**src/rtl/gctl_pkg.sv**
```systemverilog
package gctl_pkg;

  localparam int QW = 32;

  typedef enum logic [1:0] {
    OP_READ  = 2'd0,
    OP_WRITE = 2'd1,
    OP_CSWAP = 2'd2
  } gctl_op_e;

  localparam logic [63:0] NO_OWNER = 64'hFFFF_0000_0000_0000;

  localparam logic [11:0] OFF_OWNER_HI = 12'h000;
  localparam logic [11:0] OFF_OWNER_LO = 12'h004;
  localparam logic [11:0] OFF_NOTIFY   = 12'h008;
  localparam logic [11:0] OFF_CLKSEL   = 12'h04C;
  localparam logic [11:0] OFF_ENABLE   = 12'h050;
  localparam logic [11:0] OFF_STATUS   = 12'h054;
  localparam logic [11:0] OFF_EXTSTAT  = 12'h058;

  localparam int EV_RX     = 0;
  localparam int EV_TX     = 1;
  localparam int EV_LOCK   = 4;
  localparam int EV_ACCEPT = 5;
  localparam int EV_EXT    = 6;

  localparam logic [7:0] SRC_INTERNAL = 8'h0C;
  localparam logic [7:0] SRC_LAST     = 8'h0C;
  localparam logic [7:0] RATE_48K     = 8'h02;
  localparam logic [7:0] RATE_LAST    = 8'h0A;

  function automatic logic sel_ok(input logic [7:0] src, input logic [7:0] rate,
                                  input logic [15:0] src_caps, input logic [15:0] rate_caps);
    return (src <= SRC_LAST) && src_caps[src[3:0]] &&
           (rate <= RATE_LAST) && rate_caps[rate[3:0]];
  endfunction

  function automatic logic [15:0] sel_fix(input logic [15:0] word,
                                          input logic [15:0] src_caps, input logic [15:0] rate_caps);
    return sel_ok(word[7:0], word[15:8], src_caps, rate_caps) ? word : {RATE_48K, SRC_INTERNAL};
  endfunction

  function automatic logic [QW-1:0] status_word(input logic locked, input logic [7:0] rate);
    return {16'h0000, rate, 7'b0, locked};
  endfunction

endpackage

```
**src/rtl/gctl_owner.sv**
```systemverilog
module gctl_owner
  import gctl_pkg::*;
(
  input  logic        clk,
  input  logic        rst_n,
  input  logic        bus_reset,
  input  logic        cas_en,
  input  logic [63:0] cas_cmp,
  input  logic [63:0] cas_new,
  output logic [63:0] owner_q,
  output logic        cas_hit
);

  assign cas_hit = cas_en && (cas_cmp == owner_q);

  always_ff @(posedge clk or negedge rst_n) begin
    if (!rst_n)         owner_q <= NO_OWNER;
    else if (bus_reset) owner_q <= NO_OWNER;
    else if (cas_hit)   owner_q <= cas_new;
  end

  AST_BUSRST_NO_OWNER: assert property (@(posedge clk) disable iff (!rst_n)
    bus_reset |=> owner_q == NO_OWNER);
  AST_OWNER_ONLY_CSWAP: assert property (@(posedge clk) disable iff (!rst_n)
    !(cas_en || bus_reset) |=> $stable(owner_q));

endmodule

```
**src/rtl/gctl_clksel.sv**
```systemverilog
module gctl_clksel
  import gctl_pkg::*;
#(
  parameter logic [15:0] SRC_CAPS  = 16'h1083,
  parameter logic [15:0] RATE_CAPS = 16'h007F
) (
  input  logic        clk,
  input  logic        rst_n,
  input  logic        wr_en,
  input  logic [15:0] wr_word,
  output logic [15:0] sel_q,
  output logic        accept_q
);

  always_ff @(posedge clk or negedge rst_n) begin
    if (!rst_n) begin
      sel_q    <= {RATE_48K, SRC_INTERNAL};
      accept_q <= 1'b0;
    end else begin
      accept_q <= wr_en;
      if (wr_en) sel_q <= sel_fix(wr_word, SRC_CAPS, RATE_CAPS);
    end
  end

  AST_CLKSEL_LEGAL: assert property (@(posedge clk) disable iff (!rst_n)
    sel_ok(sel_q[7:0], sel_q[15:8], SRC_CAPS, RATE_CAPS));
  AST_ACCEPT_PULSE: assert property (@(posedge clk) disable iff (!rst_n)
    wr_en |=> accept_q);

endmodule

```
**src/rtl/gctl_notify.sv**
```systemverilog
module gctl_notify
  import gctl_pkg::*;
(
  input  logic          clk,
  input  logic          rst_n,
  input  logic          bus_reset,
  input  logic [QW-1:0] evt_vec,
  input  logic [63:0]   owner,
  input  logic          msg_ready,
  output logic [QW-1:0] notif_q,
  output logic          msg_valid,
  output logic [63:0]   msg_addr,
  output logic [QW-1:0] msg_bits
);

  logic any_evt;
  logic owned;
  assign any_evt = |evt_vec;
  assign owned   = (owner != NO_OWNER);

  always_ff @(posedge clk or negedge rst_n) begin
    if (!rst_n)       notif_q <= '0;
    else if (any_evt) notif_q <= evt_vec;
  end

  always_ff @(posedge clk or negedge rst_n) begin
    if (!rst_n) begin
      msg_valid <= 1'b0;
      msg_addr  <= NO_OWNER;
      msg_bits  <= '0;
    end else if (bus_reset) begin
      msg_valid <= 1'b0;
    end else if (any_evt && owned) begin
      msg_valid <= 1'b1;
      msg_addr  <= owner;
      msg_bits  <= evt_vec;
    end else if (msg_ready) begin
      msg_valid <= 1'b0;
    end
  end

  AST_NOTIF_QUIET: assert property (@(posedge clk) disable iff (!rst_n)
    !any_evt |=> $stable(notif_q));
  AST_MSG_HOLD: assert property (@(posedge clk) disable iff (!rst_n)
    (msg_valid && !msg_ready && !any_evt && !bus_reset) |=>
      (msg_valid && $stable(msg_bits) && $stable(msg_addr)));
  AST_MSG_OWNED: assert property (@(posedge clk) disable iff (!rst_n)
    msg_valid |-> msg_addr != NO_OWNER);

endmodule

```
**src/rtl/gctl_regs.sv**
```systemverilog
module gctl_regs
  import gctl_pkg::*;
#(
  parameter int          ADDR_W    = 12,
  parameter logic [15:0] SRC_CAPS  = 16'h1083,
  parameter logic [15:0] RATE_CAPS = 16'h007F
) (
  input  logic              clk,
  input  logic              rst_n,
  input  logic              bus_reset,
  input  logic              req_valid,
  input  logic [1:0]        req_op,
  input  logic [ADDR_W-1:0] req_addr,
  input  logic [63:0]       req_cmp,
  input  logic [63:0]       req_data,
  output logic              rsp_valid,
  output logic [63:0]       rsp_data,
  input  logic              evt_rx_cfg,
  input  logic              evt_tx_cfg,
  input  logic              evt_ext_status,
  input  logic              src_locked,
  input  logic [7:0]        nominal_rate,
  input  logic [QW-1:0]     ext_status,
  output logic              stream_en,
  output logic [7:0]        clk_source,
  output logic [7:0]        clk_rate,
  output logic              msg_valid,
  input  logic              msg_ready,
  output logic [63:0]       msg_addr,
  output logic [QW-1:0]     msg_bits
);

  localparam logic [ADDR_W-1:0] A_OWN_HI = ADDR_W'(OFF_OWNER_HI);
  localparam logic [ADDR_W-1:0] A_OWN_LO = ADDR_W'(OFF_OWNER_LO);
  localparam logic [ADDR_W-1:0] A_NOTIFY = ADDR_W'(OFF_NOTIFY);
  localparam logic [ADDR_W-1:0] A_CLKSEL = ADDR_W'(OFF_CLKSEL);
  localparam logic [ADDR_W-1:0] A_ENABLE = ADDR_W'(OFF_ENABLE);
  localparam logic [ADDR_W-1:0] A_STATUS = ADDR_W'(OFF_STATUS);
  localparam logic [ADDR_W-1:0] A_EXTST  = ADDR_W'(OFF_EXTSTAT);

  // decoded request events
  logic rd_en, wr_en, cas_en_any;
  logic clk_wr_stb, en_wr_stb, cas_owner_stb;
  assign rd_en         = req_valid && (req_op == OP_READ);
  assign wr_en         = req_valid && (req_op == OP_WRITE);
  assign cas_en_any    = req_valid && (req_op == OP_CSWAP);
  assign clk_wr_stb    = wr_en && (req_addr == A_CLKSEL);
  assign en_wr_stb     = wr_en && (req_addr == A_ENABLE);
  assign cas_owner_stb = cas_en_any && (req_addr == A_OWN_HI);

  logic [63:0]   owner_q;
  logic          cas_hit;
  logic [15:0]   sel_q;
  logic          accept_q;
  logic [QW-1:0] notif_word;
  logic [QW-1:0] evt_vec;
  logic          locked_q;
  logic          lock_chg;
  logic          en_q;

  gctl_owner u_owner (
    .clk(clk), .rst_n(rst_n), .bus_reset(bus_reset),
    .cas_en(cas_owner_stb), .cas_cmp(req_cmp), .cas_new(req_data),
    .owner_q(owner_q), .cas_hit(cas_hit)
  );

  gctl_clksel #(.SRC_CAPS(SRC_CAPS), .RATE_CAPS(RATE_CAPS)) u_clksel (
    .clk(clk), .rst_n(rst_n), .wr_en(clk_wr_stb), .wr_word(req_data[15:0]),
    .sel_q(sel_q), .accept_q(accept_q)
  );

  always_ff @(posedge clk or negedge rst_n) begin
    if (!rst_n) locked_q <= 1'b0;
    else        locked_q <= src_locked;
  end
  assign lock_chg = src_locked ^ locked_q;

  always_comb begin
    evt_vec            = '0;
    evt_vec[EV_RX]     = evt_rx_cfg;
    evt_vec[EV_TX]     = evt_tx_cfg;
    evt_vec[EV_LOCK]   = lock_chg;
    evt_vec[EV_ACCEPT] = accept_q;
    evt_vec[EV_EXT]    = evt_ext_status;
  end

  gctl_notify u_notify (
    .clk(clk), .rst_n(rst_n), .bus_reset(bus_reset), .evt_vec(evt_vec),
    .owner(owner_q), .msg_ready(msg_ready), .notif_q(notif_word),
    .msg_valid(msg_valid), .msg_addr(msg_addr), .msg_bits(msg_bits)
  );

  always_ff @(posedge clk or negedge rst_n) begin
    if (!rst_n)         en_q <= 1'b0;
    else if (bus_reset) en_q <= 1'b0;
    else if (en_wr_stb) en_q <= |req_data[QW-1:0];
  end

  logic [QW-1:0] rd_word;
  always_comb begin
    case (req_addr)
      A_OWN_HI: rd_word = owner_q[63:32];
      A_OWN_LO: rd_word = owner_q[31:0];
      A_NOTIFY: rd_word = notif_word;
      A_CLKSEL: rd_word = {16'h0000, sel_q};
      A_ENABLE: rd_word = {{(QW-1){1'b0}}, en_q};
      A_STATUS: rd_word = status_word(src_locked, nominal_rate);
      A_EXTST:  rd_word = ext_status;
      default:  rd_word = '0;
    endcase
  end

  always_ff @(posedge clk or negedge rst_n) begin
    if (!rst_n) begin
      rsp_valid <= 1'b0;
      rsp_data  <= '0;
    end else begin
      rsp_valid <= req_valid;
      if (rd_en)              rsp_data <= {32'h0, rd_word};
      else if (cas_owner_stb) rsp_data <= owner_q;
      else                    rsp_data <= '0;
    end
  end

  assign stream_en  = en_q;
  assign clk_source = sel_q[7:0];
  assign clk_rate   = sel_q[15:8];

  AST_RSP_ONE: assert property (@(posedge clk) disable iff (!rst_n)
    req_valid |=> rsp_valid);
  AST_RSP_NONE: assert property (@(posedge clk) disable iff (!rst_n)
    !req_valid |=> !rsp_valid);
  AST_ACCEPT_NEXT: assert property (@(posedge clk) disable iff (!rst_n)
    clk_wr_stb |-> ##2 notif_word[EV_ACCEPT]);
  AST_ENABLE_BUSRST: assert property (@(posedge clk) disable iff (!rst_n)
    bus_reset |=> !stream_en);
  AST_CAS_MISS_KEEPS: assert property (@(posedge clk) disable iff (!rst_n)
    (cas_owner_stb && !cas_hit && !bus_reset) |=> $stable(owner_q));

endmodule

```
**config.mk**
```make
export PLATFORM = sky130hd
export DESIGN_NAME = gctl_regs
export DESIGN_NICKNAME = d
export VERILOG_FILES = /design/src/rtl/gctl_pkg.sv /design/src/rtl/gctl_owner.sv /design/src/rtl/gctl_clksel.sv /design/src/rtl/gctl_notify.sv /design/src/rtl/gctl_regs.sv
export SDC_FILE = /design/constraint.sdc
export NUM_CORES = 1
export LEC_CHECK = 0
export BUFFER_PORTS_ARGS = -buffer_cell sky130_fd_sc_hd__buf_2
export CAP_MARGIN = 10
export CELL_PAD_IN_SITES_DETAIL_PLACEMENT = 1
export CELL_PAD_IN_SITES_GLOBAL_PLACEMENT = 1
export CORE_ASPECT_RATIO = 1.2
export CORE_MARGIN = 2
export CORE_UTILIZATION = 41
export DETAILED_ROUTE_END_ITERATION = 12
export GPL_ROUTABILITY_DRIVEN = 0
export PLACE_DENSITY_LB_ADDON = 0.1
export SKIP_CTS_REPAIR_TIMING = 1
export SLEW_MARGIN = 20
export SYNTH_ARGS = -nofsm -noshare
export SYNTH_HDL_FRONTEND = slang
export SYNTH_SLANG_ARGS = --single-unit
```
**constraint.sdc**
```tcl
create_clock -name clk -period 3.6 [get_ports clk]
set_clock_uncertainty 0.2 [all_clocks]
set_input_delay 0.18 -clock clk [delete_from_list [all_inputs] [get_ports clk]]
set_output_delay 0.18 -clock clk [all_outputs]
set_load 0.005 [all_outputs]
```
==> results by group <==
STA
  – Slew Limit Headroom: 0.405
  – Worst slew pin tran: 0.893 ns
  – Setup TNS: 0 ns
  – Max-slew violations: 0
  – Ratio of final minimum period to clock period: 0.797
  – Final setup margin: 0.729 ns
  – Min cycle time layout: 2.87 ns
  – Final Hold Fails: 1
  – Final Setup Violations: 0
  – Hold slack: -0.00495 ns
  – RSZ-0062 raised after global routing: false
  – Fmax: 348 MHz

Yosys
  – EDFF count, synth: 0
  – Main synth FF type: dfrtp_1
  – Sequential-to-total area share from yosys stat: 0.553
  – Avg Cell Area, Syn: 11.5 um2
  – Synth Area in Adders: 0
  – Yosys top cell area share: 0.463
  – Netlist cell types: 51
  – Ys Warns: 0
  – Synth Area in Simple Gates: 0.129
  – Largest cells by area after synthesis: dfrtp_1 46%, dfstp_2 9.0%, mux2_2 7.6%, xnor2_1 4.9%, nand3_1 4.0%
  – Flops & latches, synth: 223
  – Asr flop ratio synth: 1.00
  – Main combinational cell family by area after synthesis: compound AO/OA/AOI/OAI gates
  – Area leader, netlist: dfrtp_1
  – Multiplexer area fraction after synthesis: 0.0813
  – Synth Area in Compound Gates: 0.133
  – Synth Instances: 887
  – Synthesized area: 0.0102 mm2
  – XOR/XNOR Fraction of Synth Area: 0.0568

Floorplanning
  – Full die area: 0.0261 mm2
  – Die height: 177 um
  – Core area: 0.0245 mm2
  – Initial core utilization: 0.415
  – Die width: 148 um
  – Num rows: 63
  – Num ports: 370

Power
  – Design Power: 5.63 mW
  – Worst vdd ir: 293 uV
  – Clk pwr share: 0.455
  – Sw Ratio: 0.230
  – Pwr Density: 399 mW/mm2
  – Sequential share of power: 0.460
  – Comb pwr share: 0.085
  – P_sw: 1.30 mW
  – Leak Pwr: 6.66 nW
  – Internal: 4.34 mW

Clocking
  – Clk slew on worst S/H paths: 0.06 ns
  – Clock Sink Count: 223
  – Clk_lat worst skew: 0.52 ns
  – Longest Clk Path Bufs: 3
  – CTS tree: done
  – CTS root buf: clkbuf_16
  – CTS buffer count: 24
  – # H-tree levels: 1

Global routing
  – Initial antenna violation count: 6
  – GR Overflow Total: 0
  – Vias in the first global route: 9157
  – GRT Util Overall: 0.303
  – Global-route wire length before repair: 59.0 mm
  – Largest net degree at the start of global routing: 111

Detailed routing
  – DR WL/cell: 25.4 um
  – Detail Route Antenna Nets: 0
  – Length of routed met3 wiring: 2.86 mm
  – Vias/cell: 5.58
  – Number of vias in the routed layout: 9372
  – Routed WL: 42.7 mm
  – Residual DRC: 0
  – Initial DRC count: 683
  – Met2 WL: 20.8 mm
  – Metal-1 WL: 17.4 mm
  – Uppermost layer routed: met4
  – Pre-antenna DRT Iters: 5

Worst setup path
  – Crit start category: flop
  – CP max FO: 49
  – R2r worst-path depth: 6
  – Critical path class: flop to flop
  – CP Data Arrival Time: 3.07 ns
  – Critical Path End Type: flop
  – Required @ worst endpoint: 3.80 ns
  – Reg-to-reg slack, setup: 0.73 ns

Finish
  – Fillers: 2709
  – Final core utilization: 0.576
  – Area delta synth->final: 38.8%
  – Nets@finish: 1523
  – Share of cells above drive strength 1: 0.387

Run
  – Maxcap violations: 0

Hold path
  – Cell depth of the worst hold path: 4
  – Worst min path class: primary input to flop

Run status
  – Status: complete, but fails checks
  – Failing checks: negative hold slack

Placed design
  – Post-Place Setup Slack: 0.781 ns
  – Buffers on Ports: 342
  – DPL Wire Length: 29.5 mm
[layout by cell type (no fill, tap or decap), drive strengths merged, types with 6 or more instances in the layout]
master,n
o2bb2ai,28
xnor2,57
diode,6
and2,41
conb,27
dfstp,35
o21ai,70
nor4,25
a21oi,54
nor2,17
a22o,17
buf,367
nand2,11
mux2,69
dlygate4sd3,111
nand4,23
nand3,81
xor2,9
a221oi,10
dfrtp,188
a22oi,16
clkbuf,37
[worst max-delay path, cell delays in order (launching register included)]
cell and delay [ns]:
dfrtp_1 0.53, nor4_1 0.34, nand4_1 0.12, nor4_1 0.64
a211oi_4 0.13, buf_4 0.37, mux2_2 0.38
[cell families after synthesis]
| kind of cell | after synthesis |
|---|---|
| flops | 223 |
| simple gates | 223 |
| compound gates | 211 |
| buf+inv | 89 |
| mux | 74 |
| xor+xnor | 66 |
| other cells | 1 |
[metal layers]
metal  global-route usage  up-vias
met2                0.492      477
li1                     -     4089
met4                0.113        0
met3               0.0442       92
met1                0.414     4714
met5                    0        -
[synthesized netlist by cell type (10+ instances only)]
master     number
dfrtp_1       188
nor2_1         16
o21ai_0        70
nand2_1        10
buf_2          13
mux2_2         69
nand3_1        81
a221oi_1       10
a21oi_1        54
dfstp_2        35
a22o_1         17
nor4_1         21
nand4_1        23
o2bb2ai_1      28
a22oi_1        16
xnor2_1        57
buf_4          32
clkbuf_1       39
and2_1         41
[worst paths after layout]
path | from | to
worst min register to register | u_notify.notif_q[1]$_DFFE_PN0P_ | u_notify.notif_q[1]$_DFFE_PN0P_
worst max register to register | u_owner.owner_q[38]$_DFFE_PN0P_ | u_notify.msg_addr[36]$_DFFE_PN0P_
min in group asynchronous | rst_n | rsp_data[38]$_DFF_PN0_
worst min-delay path | req_op[1] | rsp_data[32]$_DFF_PN0_
max in group asynchronous | rst_n | u_owner.owner_q[53]$_DFFE_PN1P_
worst max-delay path | u_owner.owner_q[38]$_DFFE_PN0P_ | u_notify.msg_addr[36]$_DFFE_PN0P_
[layout make-up]
cell class / instances / area [um2] / share of cell area
antenna: 6 / 15.0 / 0.00106
clock inverter: 7 / 98.8 / 0.00700
timing repair buffer: 478 / 3030 / 0.215
sequential: 223 / 5620 / 0.398
inverter: 4 / 15.0 / 0.00106
multi-input combinational: 601 / 4200 / 0.298
tap: 325 / 407 / 0.0288
clock buffer: 37 / 721 / 0.0511
[stage by stage]
step | hold WS, ns | instances | instance area [um2]
floorplan | -0.316 | 913 | 10300
global placement | 0.118 | 1520 | 12200
detailed placement | 0.121 | 1520 | 12200
CTS | -0.432 | 1564 | 13000
global route | 0.0242 | 1681 | 14100
finish | -0.00495 | 1681 | 14100
[sequential cells by signal, indices dropped and copies added (netlist names)]
name	cells
u_notify.msg_bits	5
u_notify.msg_addr	64
u_owner.owner_q	64
u_notify.msg_valid	1
stream_en	1
locked_q	1
rsp_valid	1
u_clksel.sel_q	16
u_notify.notif_q	5
rsp_data	64
u_clksel.accept_q	1
[power groups by stage]
stage / Clock [mW] / Combinational [mW] / Sequential, mW
after floorplan: 0 / 0.126 / 2.64
after global placement: 0 / 0.378 / 2.63
after detailed placement: 0 / 0.383 / 2.64
after CTS: 2.60 / 0.385 / 2.59
after global routing: 2.70 / 0.516 / 2.60
final: 2.56 / 0.479 / 2.59
Note: power is estimated with default switching activity, not from simulation.
